--- config.mk ---
export PLATFORM = sky130hd
export DESIGN_NAME = frc_timer
export DESIGN_NICKNAME = d
export VERILOG_FILES = /design/src/rtl/frc_pkg.sv /design/src/rtl/frc_tick_gen.sv /design/src/rtl/frc_mask_ctr.sv /design/src/rtl/frc_counter.sv /design/src/rtl/frc_timer.sv
export SDC_FILE = /design/constraint.sdc
export NUM_CORES = 1
export LEC_CHECK = 0
export ABC_AREA = 0
export BUFFER_PORTS_ARGS = -buffer_cell sky130_fd_sc_hd__buf_2
export CAP_MARGIN = 20
export CORE_ASPECT_RATIO = 0.5
export CORE_MARGIN = 2
export CORE_UTILIZATION = 36
export CTS_BUF_LIST = sky130_fd_sc_hd__clkbuf_2
export DETAILED_ROUTE_END_ITERATION = 10
export PLACE_DENSITY_LB_ADDON = 0.25
export SLEW_MARGIN = 20
export SYNTH_ARGS = -nofsm -noshare
export SYNTH_HDL_FRONTEND = slang
export SYNTH_SLANG_ARGS = --single-unit
--- constraint.sdc ---
create_clock -name clk_i -period 4.6 [get_ports clk_i]
set_input_delay 0.23 -clock clk_i [delete_from_list [all_inputs] [get_ports clk_i]]
set_output_delay 0.23 -clock clk_i [all_outputs]
set_load 0.01 [all_outputs]
--- src/rtl/frc_pkg.sv ---
package frc_pkg;
  localparam int unsigned CNT_W   = 16;
  localparam int unsigned DIV_W   = 3;
  localparam int unsigned MSK_W   = 3;
  localparam int unsigned SYNC_N  = 2;

  // control word bit positions (software decodes these)
  localparam int unsigned B_EXT   = 15;
  localparam int unsigned B_MSK   = 10;
  localparam int unsigned B_CFLG  = 9;
  localparam int unsigned B_CIE   = 8;
  localparam int unsigned B_OFLG  = 7;
  localparam int unsigned B_OIE   = 6;
  localparam int unsigned B_HALT  = 5;
  localparam int unsigned B_MODE  = 4;
  localparam int unsigned B_SCLR  = 3;
  localparam int unsigned B_DIV   = 0;
endpackage

--- src/rtl/frc_tick_gen.sv ---
module frc_tick_gen #(
  parameter int unsigned DIV_W  = frc_pkg::DIV_W,
  parameter int unsigned SYNC_N = frc_pkg::SYNC_N
) (
  input  logic             clk_i,
  input  logic             rst_ni,
  input  logic             ext_sel_i,
  input  logic [DIV_W-1:0] div_i,
  input  logic             ext_i,
  output logic             tick_o
);
  localparam int unsigned PRE_W = (1 << DIV_W) - 1;

  logic [PRE_W-1:0]  pre_q;
  logic [PRE_W-1:0]  div_mask;
  logic [SYNC_N:0]   sync_q;   // SYNC_N sync stages plus one edge stage
  logic              int_tick, ext_tick;

  always_ff @(posedge clk_i or negedge rst_ni) begin
    if (!rst_ni) begin
      pre_q  <= '0;
      sync_q <= '0;
    end else begin
      pre_q  <= pre_q + 1'b1;
      sync_q <= {sync_q[SYNC_N-1:0], ext_i};
    end
  end

  for (genvar b = 0; b < PRE_W; b++) begin : g_mask
    assign div_mask[b] = (div_i > DIV_W'(b));
  end

  assign int_tick = &(pre_q | ~div_mask);
  assign ext_tick = sync_q[SYNC_N-1] & ~sync_q[SYNC_N];
  assign tick_o   = ext_sel_i ? ext_tick : int_tick;
endmodule

--- src/rtl/frc_mask_ctr.sv ---
module frc_mask_ctr #(
  parameter int unsigned MSK_W = frc_pkg::MSK_W
) (
  input  logic             clk_i,
  input  logic             rst_ni,
  input  logic             load_i,
  input  logic [MSK_W-1:0] load_val_i,
  input  logic [MSK_W-1:0] reload_val_i,
  input  logic             evt_i,
  output logic             pass_o,
  output logic [MSK_W-1:0] cnt_o
);
  logic [MSK_W-1:0] cnt_q;

  always_ff @(posedge clk_i or negedge rst_ni) begin
    if (!rst_ni)                cnt_q <= '0;
    else if (load_i)            cnt_q <= load_val_i;
    else if (evt_i && cnt_q == '0) cnt_q <= reload_val_i;
    else if (evt_i)             cnt_q <= cnt_q - 1'b1;
  end

  assign pass_o = evt_i && (cnt_q == '0);
  assign cnt_o  = cnt_q;
endmodule

--- src/rtl/frc_counter.sv ---
module frc_counter #(
  parameter int unsigned CNT_W = frc_pkg::CNT_W
) (
  input  logic             clk_i,
  input  logic             rst_ni,
  input  logic             tick_i,
  input  logic             halt_i,
  input  logic             clr_req_i,
  input  logic             cmp_en_i,
  input  logic [CNT_W-1:0] cmp_val_i,
  output logic [CNT_W-1:0] cnt_o,
  output logic             cmp_evt_o,
  output logic             ovf_evt_o
);
  logic [CNT_W-1:0] cnt_q;
  logic             run;

  assign run       = tick_i && !halt_i && !clr_req_i;
  assign cmp_evt_o = run && cmp_en_i && (cnt_q == cmp_val_i);
  assign ovf_evt_o = run && !cmp_evt_o && (&cnt_q);

  always_ff @(posedge clk_i or negedge rst_ni) begin
    if (!rst_ni)                      cnt_q <= '0;
    else if (tick_i && clr_req_i)     cnt_q <= '0;  // pending clear served even when halted
    else if (cmp_evt_o)               cnt_q <= '0;
    else if (run)                     cnt_q <= cnt_q + 1'b1;
  end

  assign cnt_o = cnt_q;
endmodule

--- src/rtl/frc_timer.sv ---
module frc_timer
  import frc_pkg::*;
#(
  parameter int unsigned CW = CNT_W
) (
  input  logic          clk_i,
  input  logic          rst_ni,
  input  logic          ext_cnt_i,
  input  logic          wr_en_i,
  input  logic [15:0]   wdata_i,
  input  logic          rmw_i,
  input  logic [CW-1:0] cmp_val_i,
  output logic [15:0]   rdata_o,
  output logic [CW-1:0] cnt_o,
  output logic          ovf_irq_o,
  output logic          cmp_irq_o
);
  logic             ext_sel_q, cmp_ie_q, ovf_ie_q, halt_q, mode_q, sclr_q;
  logic             cmp_flag_q, ovf_flag_q;
  logic [MSK_W-1:0] msk_q;
  logic [DIV_W-1:0] div_q;
  logic             tick, cmp_evt, ovf_evt, cmp_set;
  logic [MSK_W-1:0] msk_cnt;
  logic             unused_wdata;

  assign unused_wdata = ^wdata_i[B_EXT-1:B_MSK+MSK_W];

  frc_tick_gen #(.DIV_W(DIV_W), .SYNC_N(SYNC_N)) u_tick (
    .clk_i, .rst_ni, .ext_sel_i(ext_sel_q), .div_i(div_q),
    .ext_i(ext_cnt_i), .tick_o(tick)
  );

  frc_counter #(.CNT_W(CW)) u_cnt (
    .clk_i, .rst_ni, .tick_i(tick), .halt_i(halt_q), .clr_req_i(sclr_q),
    .cmp_en_i(mode_q), .cmp_val_i, .cnt_o, .cmp_evt_o(cmp_evt), .ovf_evt_o(ovf_evt)
  );

  frc_mask_ctr #(.MSK_W(MSK_W)) u_msk (
    .clk_i, .rst_ni, .load_i(wr_en_i), .load_val_i(wdata_i[B_MSK +: MSK_W]),
    .reload_val_i(msk_q), .evt_i(cmp_evt), .pass_o(cmp_set), .cnt_o(msk_cnt)
  );

  always_ff @(posedge clk_i or negedge rst_ni) begin
    if (!rst_ni) begin
      ext_sel_q <= 1'b0; msk_q <= '0; cmp_ie_q <= 1'b0; ovf_ie_q <= 1'b0;
      halt_q <= 1'b0; mode_q <= 1'b0; div_q <= '0;
    end else if (wr_en_i) begin
      ext_sel_q <= wdata_i[B_EXT];
      msk_q     <= wdata_i[B_MSK +: MSK_W];
      cmp_ie_q  <= wdata_i[B_CIE];
      ovf_ie_q  <= wdata_i[B_OIE];
      halt_q    <= wdata_i[B_HALT];
      mode_q    <= wdata_i[B_MODE];
      div_q     <= wdata_i[B_DIV +: DIV_W];
    end
  end

  // flags: write 0 clears, write 1 ignored, set wins
  always_ff @(posedge clk_i or negedge rst_ni) begin
    if (!rst_ni) begin
      cmp_flag_q <= 1'b0;
      ovf_flag_q <= 1'b0;
      sclr_q     <= 1'b0;
    end else begin
      cmp_flag_q <= cmp_set | (cmp_flag_q & ~(wr_en_i & ~wdata_i[B_CFLG]));
      ovf_flag_q <= ovf_evt | (ovf_flag_q & ~(wr_en_i & ~wdata_i[B_OFLG]));
      sclr_q     <= (wr_en_i & wdata_i[B_SCLR]) | (sclr_q & ~tick);
    end
  end

  assign rdata_o = {ext_sel_q, 2'b00, msk_q, cmp_flag_q | rmw_i, cmp_ie_q,
                    ovf_flag_q | rmw_i, ovf_ie_q, halt_q, mode_q, sclr_q, div_q};

  assign cmp_irq_o = cmp_flag_q & cmp_ie_q;
  assign ovf_irq_o = ovf_flag_q & ovf_ie_q;
endmodule

; ---- Word-level counts from Yosys, hierarchy flattened
; Cells that the tools add are included.
[totals]
ff_bits = 43
out_inout_bits = 34
[op_classes]
add_sub_neg = 3
order_cmp = 7
eq_ne = 1
mux = 7
n_bitwise = 22
reduce_logical = 16
[op_table]
columns = cell, count
row1 = 2-to-1 mux 16 bit, 3
row2 = "adder 16 x 1 -> 16 bit, second input constant", 1
row3 = == test 16 bit, 1
row4 = AND reduction 16 bit, 1
row5 = AND 1 bit, 9
row6 = "> comparator 3 bit, second input constant", 3
row7 = 2-to-1 mux 3 bit, 3
row8 = logical AND 1 bit, 8
row9 = "adder 7 x 1 -> 7 bit, second input constant", 1
row10 = NOT 7 bit, 1
row11 = OR 7 bit, 1
row12 = AND reduction 7 bit, 1
row13 = "> comparator 3 x 1 -> 1 bit, second input constant", 2
row14 = "> comparator 3 x 2 -> 1 bit, second input constant", 2
row15 = NOT 1 bit, 6
row16 = nonzero test 3 bit, 2
row17 = OR 1 bit, 5
row18 = logical NOT 1 bit, 3
row19 = logical NOT 3 bit, 1
row20 = "subtractor 3 x 1 -> 3 bit, second input constant", 1
row21 = 2-to-1 mux 1 bit, 1

; ---- Logic depth before layout (Yosys ltp)
; Gate-level depths: netlist (run 1).
[logic_depth]
word_depth = 13
mapped_depth = 8
ltp_nobuf = 7

; ---- Modules after synthesis
; Synthesis (run 1) repeated with hierarchy kept, for this count alone.
[unflattened]
cells_unflattened = 212
area_unflattened_um2 = 2309.7
[modules_own_cells]
columns = mod, n_inst, cells_per_inst, area_each_um2, seq_area_each_um2
row1 = frc_counter, 1, 108, 1026.0, 400.4
row2 = frc_timer, 1, 46, 648.1, 350.3
row3 = frc_tick_gen, 1, 33, 412.9, 250.2
row4 = frc_mask_ctr, 1, 25, 222.7, 75.1

; ---- Worst setup path after synthesis (run 1)
; No wires, ideal clock.
[synth_timing]
kind = reg-to-reg
from = reg div_q[0]
to = reg u_cnt.cnt_q[11] (netlist: u_cnt.cnt_o[11])
arrival_ps = 1813
setup_slack_ps = 2705
path_stages_with_launch = 7
cell_sequence = dfrtp_1 > or2_0 > a221oi_2 > a21oi_2 > buf_6 > or4_1 > a31oi_1
[synth_via]
elab_chain_cells = 11
elab_cells_between_ends = 19
cone_classes = 7 x order compare / 3 x mux / 2 x bitwise / 7 x reduce/logical
[synth_rtl]
columns = item, line
row1 = "start, declared", frc_timer.sv:21  ; logic [DIV_W-1:0] div_q;
row2 = "start signal, assigned", frc_timer.sv:54  ; div_q <= wdata_i[B_DIV +: DIV_W];
row3 = "> comparator 3 x 1 -> 1 bit, or another cell as far along", frc_tick_gen.sv:30  ; assign div_mask[b] = (div_i > DIV_W'(b));
row4 = NOT 7 bit (*), frc_tick_gen.sv:33  ; assign int_tick = &(pre_q | ~div_mask);
row5 = OR 7 bit (*), frc_tick_gen.sv:33
row6 = AND reduction 7 bit (*), frc_tick_gen.sv:33
row7 = 2-to-1 mux 1 bit (*), frc_tick_gen.sv:35  ; assign tick_o = ext_sel_i ? ext_tick : int_tick;
row8 = logical AND 1 bit (2 in a row), frc_counter.sv:18  ; assign run = tick_i && !halt_i && !clr_req_i;
row9 = logical AND 1 bit (2 in a row), frc_counter.sv:19  ; assign cmp_evt_o = run && cmp_en_i && (cnt_q == cmp_val_i);
row10 = 2-to-1 mux 16 bit, frc_counter.sv:25  ; else if (cmp_evt_o) cnt_q <= '0;
row11 = 2-to-1 mux 16 bit, frc_counter.sv:24  ; else if (tick_i && clr_req_i) cnt_q <= '0;
row12 = "end signal, assigned", frc_counter.sv:26  ; else if (run) cnt_q <= cnt_q + 1'b1;
row13 = "end, declared", frc_counter.sv:15  ; logic [CNT_W-1:0] cnt_q;
; Every way passes the cells marked *; elsewhere a longest branch is shown, timed or not.
; A chain may end at the register's enable or synchronous reset.

; ---- Worst setup path after layout (run 1)
[layout_timing]
from = reg u_cnt.cnt_q[0] (netlist: u_cnt.cnt_o[0])
to = reg u_cnt.cnt_q[9] (netlist: u_cnt.cnt_o[9])
[layout_via]
elab_chain_cells = 4
elab_cells_between_ends = 7
cone_classes = 1 x add/sub / 1 x eq/ne / 3 x mux / 2 x reduce/logical
[layout_rtl]
columns = item, line
row1 = adder 16 x 1 -> 16 bit / == test 16 bit (equally long branches), "frc_counter.sv:26, frc_counter.sv:19"
row2 = 2-to-1 mux 16 bit / logical AND 1 bit (equally long branches), "frc_counter.sv:26, frc_counter.sv:19"
row3 = 2-to-1 mux 16 bit, frc_counter.sv:25
row4 = 2-to-1 mux 16 bit, frc_counter.sv:24
; Parallel ways exist; a longest one is shown, timed or not. The select of a mux whose other input is x is not followed.

==> impl_results.md, run 1 <==
- Mapped cell area: 0.00235 sq mm
- Pin count of the biggest net entering global routing: 44
- # IOs: 71
- Yosys Warn Count: 0
- Synth Instances: 234
- Design area: roughly 0.0029 sq mm
- CTS buffer count: 5
- Unrepaired setup endpoints after global routing: false
- Final setup fails: 0
- Crit-path max FO: 13
- Vias in the first global route: between 1,500 and 2,000
- Max Cap Viol: 0
- FF/Latch Area: around 0.0011 sq mm
- Leak pwr: around 1.3 nW
- DR pass1 iterations: 4
- Synth Register Bits: between 40 and 50
- Clock slew at reported path FFs: 230 ps
- Wire length per cell: approximately 15 um
- First-pass GRT wire length: 9330 um
- Die height: about 61 um
- Clk_skew: about 32 ps
- CP max stage cell: nor4_1
- Pre-CTS WS: ~2000 ps
- CTS root buf: clkbuf_2
- Slew HR: 0.328
- Post-DP HPWL: between 4000 and 5000 um
- ANT cells: 0
- Global placer's final weighted congestion: ~0.86
- Largest delay share family, worst path: simple AND/OR/NAND/NOR gates
- Bufs on Longest Clock Path: 2
- Clk sinks: 43
- Power after layout: 0.862 mW
- Initial Utilization: 0.380
- Row Count: 20
- Status: completed
- Synth cell types: 45
- Initial DRC count: 55
- Worst Path Class, Setup: register to register
- WP buf/inv: 0
- Fin cells: roughly 390
- Drt drc: 0
- CP Cell Sequence: xnor2_1 -> nand4_1 -> nor4_1 -> and2_1 -> nor3_1 -> a221o_1
- Initial antenna violation count: 0
- Min Tclk post-route: 2700 ps
- Setup TNS: 0 ps
- Share of layout cells above drive strength 1: 0.292
- CP max stage delay: approximately 640 ps
- Routed via count: 2,026
- Fin worst setup slack: approximately 1900 ps
- Final wirelength: between 5000 and 6000 um
- Post-Place Cells: about 370
- Final Max Tran Viols: 0
- Register area share after synthesis: 0.458
- Number of synthesized flops with an enable pin: 0
- Final Hold Fails: 0
- Ys async rst share: 1.00
- Fillcell total: 650
- Grt ovf: 0
- Critical path launch point: u_cnt.cnt_o[0]$_DFFE_PN0P_
- Setup crit end kind: register
- Hold WC Path Type: input pin to register
- Routed Antenna Nets: 0
- Hold Path Origin: wdata_i[3]
- WP data arrival: about 3000 ps
- Actual slew at the worst max-slew pin: just over 1000 ps
- CTS HTree Levels: 2
- Worst-Skew Late Latency: 410 ps
- Worst r2r src: u_cnt.cnt_o[0]$_DFFE_PN0P_
- PortBufs: 66
- Vias/cell: 5.21
- Area growth syn-to-layout: 22.1%
- Fmax: 370 MHz
- Gr usage total: 0.164
- Most used DFF post-synth: dfrtp_1
- Synthesized area per cell: between 10 and 15 sq um
- WP data required: 4930 ps
- Placed instance area: between 0.002 and 0.003 sq mm
- Area used by multi-input combinational logic: about 0.0011 sq mm
- Power Dens Cells: roughly 300 mW/mm^2
- Post-CTS setup buffer count: 0
- Nets@finish: around 340
- Total core area: 0.00618 sq mm
- Worst vdd rail ir drop: between 100 and 150 uV
- Die area: just over 0.007 sq mm
- Final cycle utilization of the critical path: 0.587
- TritonCTS clock tree: done
- Crit path launch type: register
- Chip width: 118 um
worst paths after layout:
check                                        endpoint  slack (ps)  cells after the start
min                                  sclr_q$_DFF_PN0_           9                      3
max                        u_cnt.cnt_o[9]$_DFFE_PN0P_        1900                      6
max reg2reg                u_cnt.cnt_o[9]$_DFFE_PN0P_        1900                      6
min reg2reg                u_tick.sync_q[1]$_DFF_PN0_         380                      0
min in group asynchronous   u_tick.pre_q[6]$_DFF_PN0_         320                      2
max in group asynchronous          mode_q$_DFFE_PN0P_        3740                      3
sequential cells by signal (all words and copies together) (netlist names):
| name | count |
|---|---|
| msk_q | 3 |
| div_q | 3 |
| u_cnt.cnt_o | 16 |
| u_tick.pre_q | 7 |
| u_msk.cnt_o | 3 |
| sclr_q | 1 |
| cmp_ie_q | 1 |
| u_tick.sync_q | 3 |
| halt_q | 1 |
| ovf_flag_q | 1 |
| ovf_ie_q | 1 |
| mode_q | 1 |
| ext_sel_q | 1 |
| cmp_flag_q | 1 |
cells by family (layout without fill, tap and decap cells):
kind of cell    after synthesis  in the layout  synth area share
buf+inv                      27             93            0.0623
xor+xnor                     24             24            0.0894
other cells                   1              2           0.00160
flops                        43             43             0.458
mux                           8              8            0.0383
fa+ha+maj                     4              4            0.0213
simple gates                 69             69             0.163
compound gates               58             58             0.167
worst min-delay path: stages:
cell     delay, ps
buf_2           80
nand2_1         40
o21ai_0         50
placed cells by master, fill, tap and decap left out, types with 2 or more instances in the layout:
master         netlist  layout
buf_2                3      66
dfrtp_1             43      43
xnor2_1             22      22
a31oi_1             18      18
o21ai_0             13      13
nand3_1             13      13
inv_1               12      12
nand2_1             10      10
nor2_1               8       8
mux2_2               8       8
and2_1               7       7
nand4_1              6       6
or4_1                6       6
clkbuf_2             0       6
dlygate4sd3_1        0       6
a21oi_1              5       5
and3_1               5       5
a22o_1               4       4
ha_1                 4       4
or2_2                3       3
nand2b_1             2       2
o21ai_1              2       2
nor4_1               2       2
nor2b_1              2       2
and4_1               2       2
a41o_1               2       2
o22a_1               2       2
xor2_1               2       2
conb_1               1       2
bufinv_16            0       2
cell usage after synthesis, types with 7 or more instances:
| library cell | number | area, sq um |
|---|---|---|
| a31oi_1 | 18 | 113 |
| buf_4 | 9 | 67.6 |
| nand2_1 | 10 | 37.5 |
| inv_1 | 12 | 45.0 |
| xnor2_1 | 22 | 193 |
| nand3_1 | 13 | 65.1 |
| o21ai_0 | 13 | 65.1 |
| and2_1 | 7 | 43.8 |
| nor2_1 | 8 | 30.0 |
| mux2_2 | 8 | 90.1 |
| dfrtp_1 | 43 | 1080 |
final cells by class:
type,count,area share
clock inverter,2,0.0209
tap,88,0.0383
multi-input combinational,165,0.394
sequential,43,0.375
inverter,12,0.0157
clock buffer,6,0.0105
timing repair buffer,73,0.146
through the flow:
step / util / hold slack (ps)
after floorplan: - / -65.6
after global placement: 0.436 / 340
after detailed placement: 0.436 / 337
after CTS: 0.457 / 3.72
after global routing: 0.465 / 0.0579
final: 0.465 / 9.28
where the power goes:
part           internal, mW  switching [mW]
Clock                 0.149           0.129
Sequential            0.400          0.0274
Combinational        0.0698          0.0865
routing by layer:
| metal | vias up | part of all wire | wire [um] | GRT usage |
|---|---|---|---|---|
| li1 | 979 | - | - | - |
| met1 | 993 | 0.47 | 2670 | 0.206 |
| met3 | 4 | 0.048 | 274 | 0.0370 |
| met4 | 0 | 0.0067 | 38 | 0.0482 |
| met5 | - | 0 | 0 | 0 |
| met2 | 50 | 0.47 | 2680 | 0.295 |
what timing repair did:
action,4_1_cts,5_1_grt
setup endpoints to repair,0,0
hold endpoints to repair,46,2
hold buffers,4,2
gates resized for setup,0,0
Power figures use the tool's default switching activity.
==> run 2, diff against run 1 <==
- clock period: 4.6 -> 2.6 ns (I/O delays scaled with it)
==> run 2 against run 1 <==
Worst hold slack better by 100 ps. First-iteration DRC count rose by 27%. Total power grew 67%. Count of clock-buffer cells in the layout is 1 lower. Clock skew is 22 ps lower. Final cell count up 4.1%. Critical path depth up 1. Global-route usage is 0.16 points lower. Fmax grew 27%. Sequential share of layout area is 1.2 points lower. Wire length rose by 0.23%. Via count grew 2.7%.
==> impl_results.md, run 2 (same netlist as run 1, synthesis figures left out) <==
- Setup crit end kind: register
- Grt ovf: 0 (unchanged)
- Comb power frac: 0.207 (+0.026)
- Final setup fails: 0 (unchanged)
- CP Cell Sequence: ha_1 -> nand3_1 -> nor4_1 -> nand4_1 -> and2_1 -> o211ai_1 -> o21ai_0
- Wire length per cell: 14.0 um (-3.7%)
- Switching power: 0.429 mW (+76%)
- Commonest non-fill, non-tap cell in the layout: buf_2
- Final cycle utilization of the critical path: 0.819 (+0.233)
- Final Max Tran Viols: 0 (unchanged)
- Hold Crit Depth: 3 (unchanged)
- Worst-Skew Late Latency: 410 ps (about the same)
- Row Count: 20 (unchanged)
- Design area: 0.00297 sq mm (+3.4%)
- Crit-path max FO: 7 (-6)
- # IOs: 71 (unchanged)
- Global placer's final weighted congestion: 0.868 (+0.52%)
- Hold Path Origin: wr_en_i
- Final wirelength: 5670 um (+0.23%)
- Pre-CTS WS: 503 ps (-1460 ps)
- Worst Reg-to-Reg Cells: 7 (+1)
- TritonCTS clock tree: done
- Worst r2r src: u_cnt.cnt_o[0]$_DFFE_PN0P_
- CP max stage delay: 540 ps (-100 ps)
- Worst min-delay path endpoint: div_q[2]$_DFFE_PN0P_
- Internal: 1.01 mW (+63%)
- Share of layout cells above drive strength 1: 0.293 (+0.00102)
- Chip width: 118 um (unchanged)
- Min Tclk post-route: 2130 ps (-569 ps)
- Crit path launch type: register
- Actual slew at the worst max-slew pin: 957 ps (-50.3 ps)
- Pin count of the biggest net entering global routing: 44 (unchanged)
- Slew HR: 0.362 (+0.0335)
- Fmax: 469 MHz (+27%)
- Clk_skew: 9.89 ps (-21.9 ps)
- Initial Utilization: 0.380 (unchanged)
- Initial antenna violation count: 0 (unchanged)
- Die area: 0.00723 sq mm (unchanged)
- CP max stage cell: dfrtp_1
- Power after layout: 1.44 mW (+67%)
- Vias in the first global route: 1,908 (-3.5%)
- Max Cap Viol: 0 (unchanged)
- Cell depth of the worst setup path: 7 (+1)
- Worst Path Class, Setup: register to register
- Sw Ratio: 0.299 (+0.0164)
- Post-Place Cells: 381 (+1.9%)
- Placed instance area: 0.00275 sq mm (+2.0%)
- Clk network pwr share: 0.266 (-0.057)
- Post-DP HPWL: 4160 um (+1.5%)
- Initial DRC count: 70 (+27%)
- Area growth syn-to-layout: 26.3%
- PostCTS Resize Cnt: 0 (unchanged)
- Status: completed
- Max FFs per register: 16 (unchanged)
- Power Dens Cells: 484 mW/mm^2 (+61%)
- Routed Antenna Nets: 0 (unchanged)
- Setup TNS: 0 ps (unchanged)
- CTS HTree Levels: 2 (unchanged)
- CTS buffer count: 5 (unchanged)
- Post-CTS setup buffer count: 0 (unchanged)
- Hold WC Path Type: input pin to register
- Largest delay share family, worst path: simple AND/OR/NAND/NOR gates
- Clk sinks: 43 (unchanged)
- PortBufs: 66 (unchanged)
- Final Hold Fails: 0 (unchanged)
- FF-to-FF End: u_cnt.cnt_o[14]$_DFFE_PN0P_
- Clock slew at reported path FFs: 220 ps (about the same)
- Cts hold-fix bufs: 16 (+12)
- Most frequent cells in the layout: buf_2 (66), dfrtp_1 (43), xnor2_1 (22), a31oi_1 (18), dlygate4sd3_1 (16)
- Drt drc: 0 (unchanged)
- ANT cells: 0 (unchanged)
- WP data required: 2920 ps (-2010 ps)
- Die height: 61.1 um (unchanged)
- Fin worst setup slack: 470 ps (-1430 ps)
- Nets@finish: 357 (+4.7%)
- CTS root buf: clkbuf_2
- Gr usage total: 0.163 (-0.00161)
- Total core area: 0.00618 sq mm (unchanged)
- Reg-to-reg setup timing slack: 470 ps (-1430 ps)
- Vias/cell: 5.14 (-1.3%)
- Core Util, Final: 0.481 (+0.0160)
- Unrepaired setup endpoints after global routing: false
- Worst Hold Margin: 111 ps (+102 ps)
- WP buf/inv: 0 (unchanged)
- Bufs on Longest Clock Path: 2 (unchanged)
- First-pass GRT wire length: 9160 um (-1.8%)
- DR pass1 iterations: 4 (unchanged)
- Worst vdd rail ir drop: 170 uV (+14%)
- Fin cells: 405 (+4.1%)
- Routed via count: 2,081 (+2.7%)
- WP data arrival: 2450 ps (-580 ps)
- Part of the power in registers: 0.527 (+0.031)
- Leak pwr: 1.40 nW (+3.9%)
[run 2: routing by layer]
layer  vias up  routed length [um]  global-route usage
met5         -                   0                   0
met4         0                  62              0.0516
met3         6                 261              0.0361
met2        52                2650               0.280
met1      1012                2700               0.212
li1       1011                   -                   -
[run 2: final cells by class]
cell class,count,area [sq um]
tap,88,110
fill,619,3210
sequential,43,1080
clock inverter,3,38.8
multi-input combinational,165,1130
clock buffer,5,25.0
inverter,12,45.0
timing repair buffer,89,543
[run 2: power by group through the flow]
stage	registers, mW	clock network [mW]	logic [mW]
final	0.757	0.383	0.297
after global routing	0.765	0.418	0.332
after CTS	0.757	0.393	0.301
after detailed placement	0.769	0	0.282
after global placement	0.767	0	0.276
after floorplan	0.768	0	0.172
[run 2: worst max-delay path by stage]
stage / slack [ps] / endpoint / from
after floorplan: 710 / u_cnt.cnt_o[11]$_DFFE_PN0P_ / div_q[0]$_DFFE_PN0P_
after global placement: 540 / u_cnt.cnt_o[1]$_DFFE_PN0P_ / u_cnt.cnt_o[0]$_DFFE_PN0P_
after detailed placement: 500 / u_cnt.cnt_o[14]$_DFFE_PN0P_ / u_cnt.cnt_o[0]$_DFFE_PN0P_
after CTS: 470 / u_cnt.cnt_o[14]$_DFFE_PN0P_ / u_cnt.cnt_o[0]$_DFFE_PN0P_
after global routing: 300 / u_cnt.cnt_o[14]$_DFFE_PN0P_ / u_cnt.cnt_o[0]$_DFFE_PN0P_
final: 470 / u_cnt.cnt_o[14]$_DFFE_PN0P_ / u_cnt.cnt_o[0]$_DFFE_PN0P_
[run 2: worst register-to-register path, stage by stage (launching register included)]
cell and delay (ps):
dfrtp_1 540, ha_1 240, nand3_1 150, nor4_1 490, nand4_1 180, and2_1 190
o211ai_1 160, o21ai_0 100
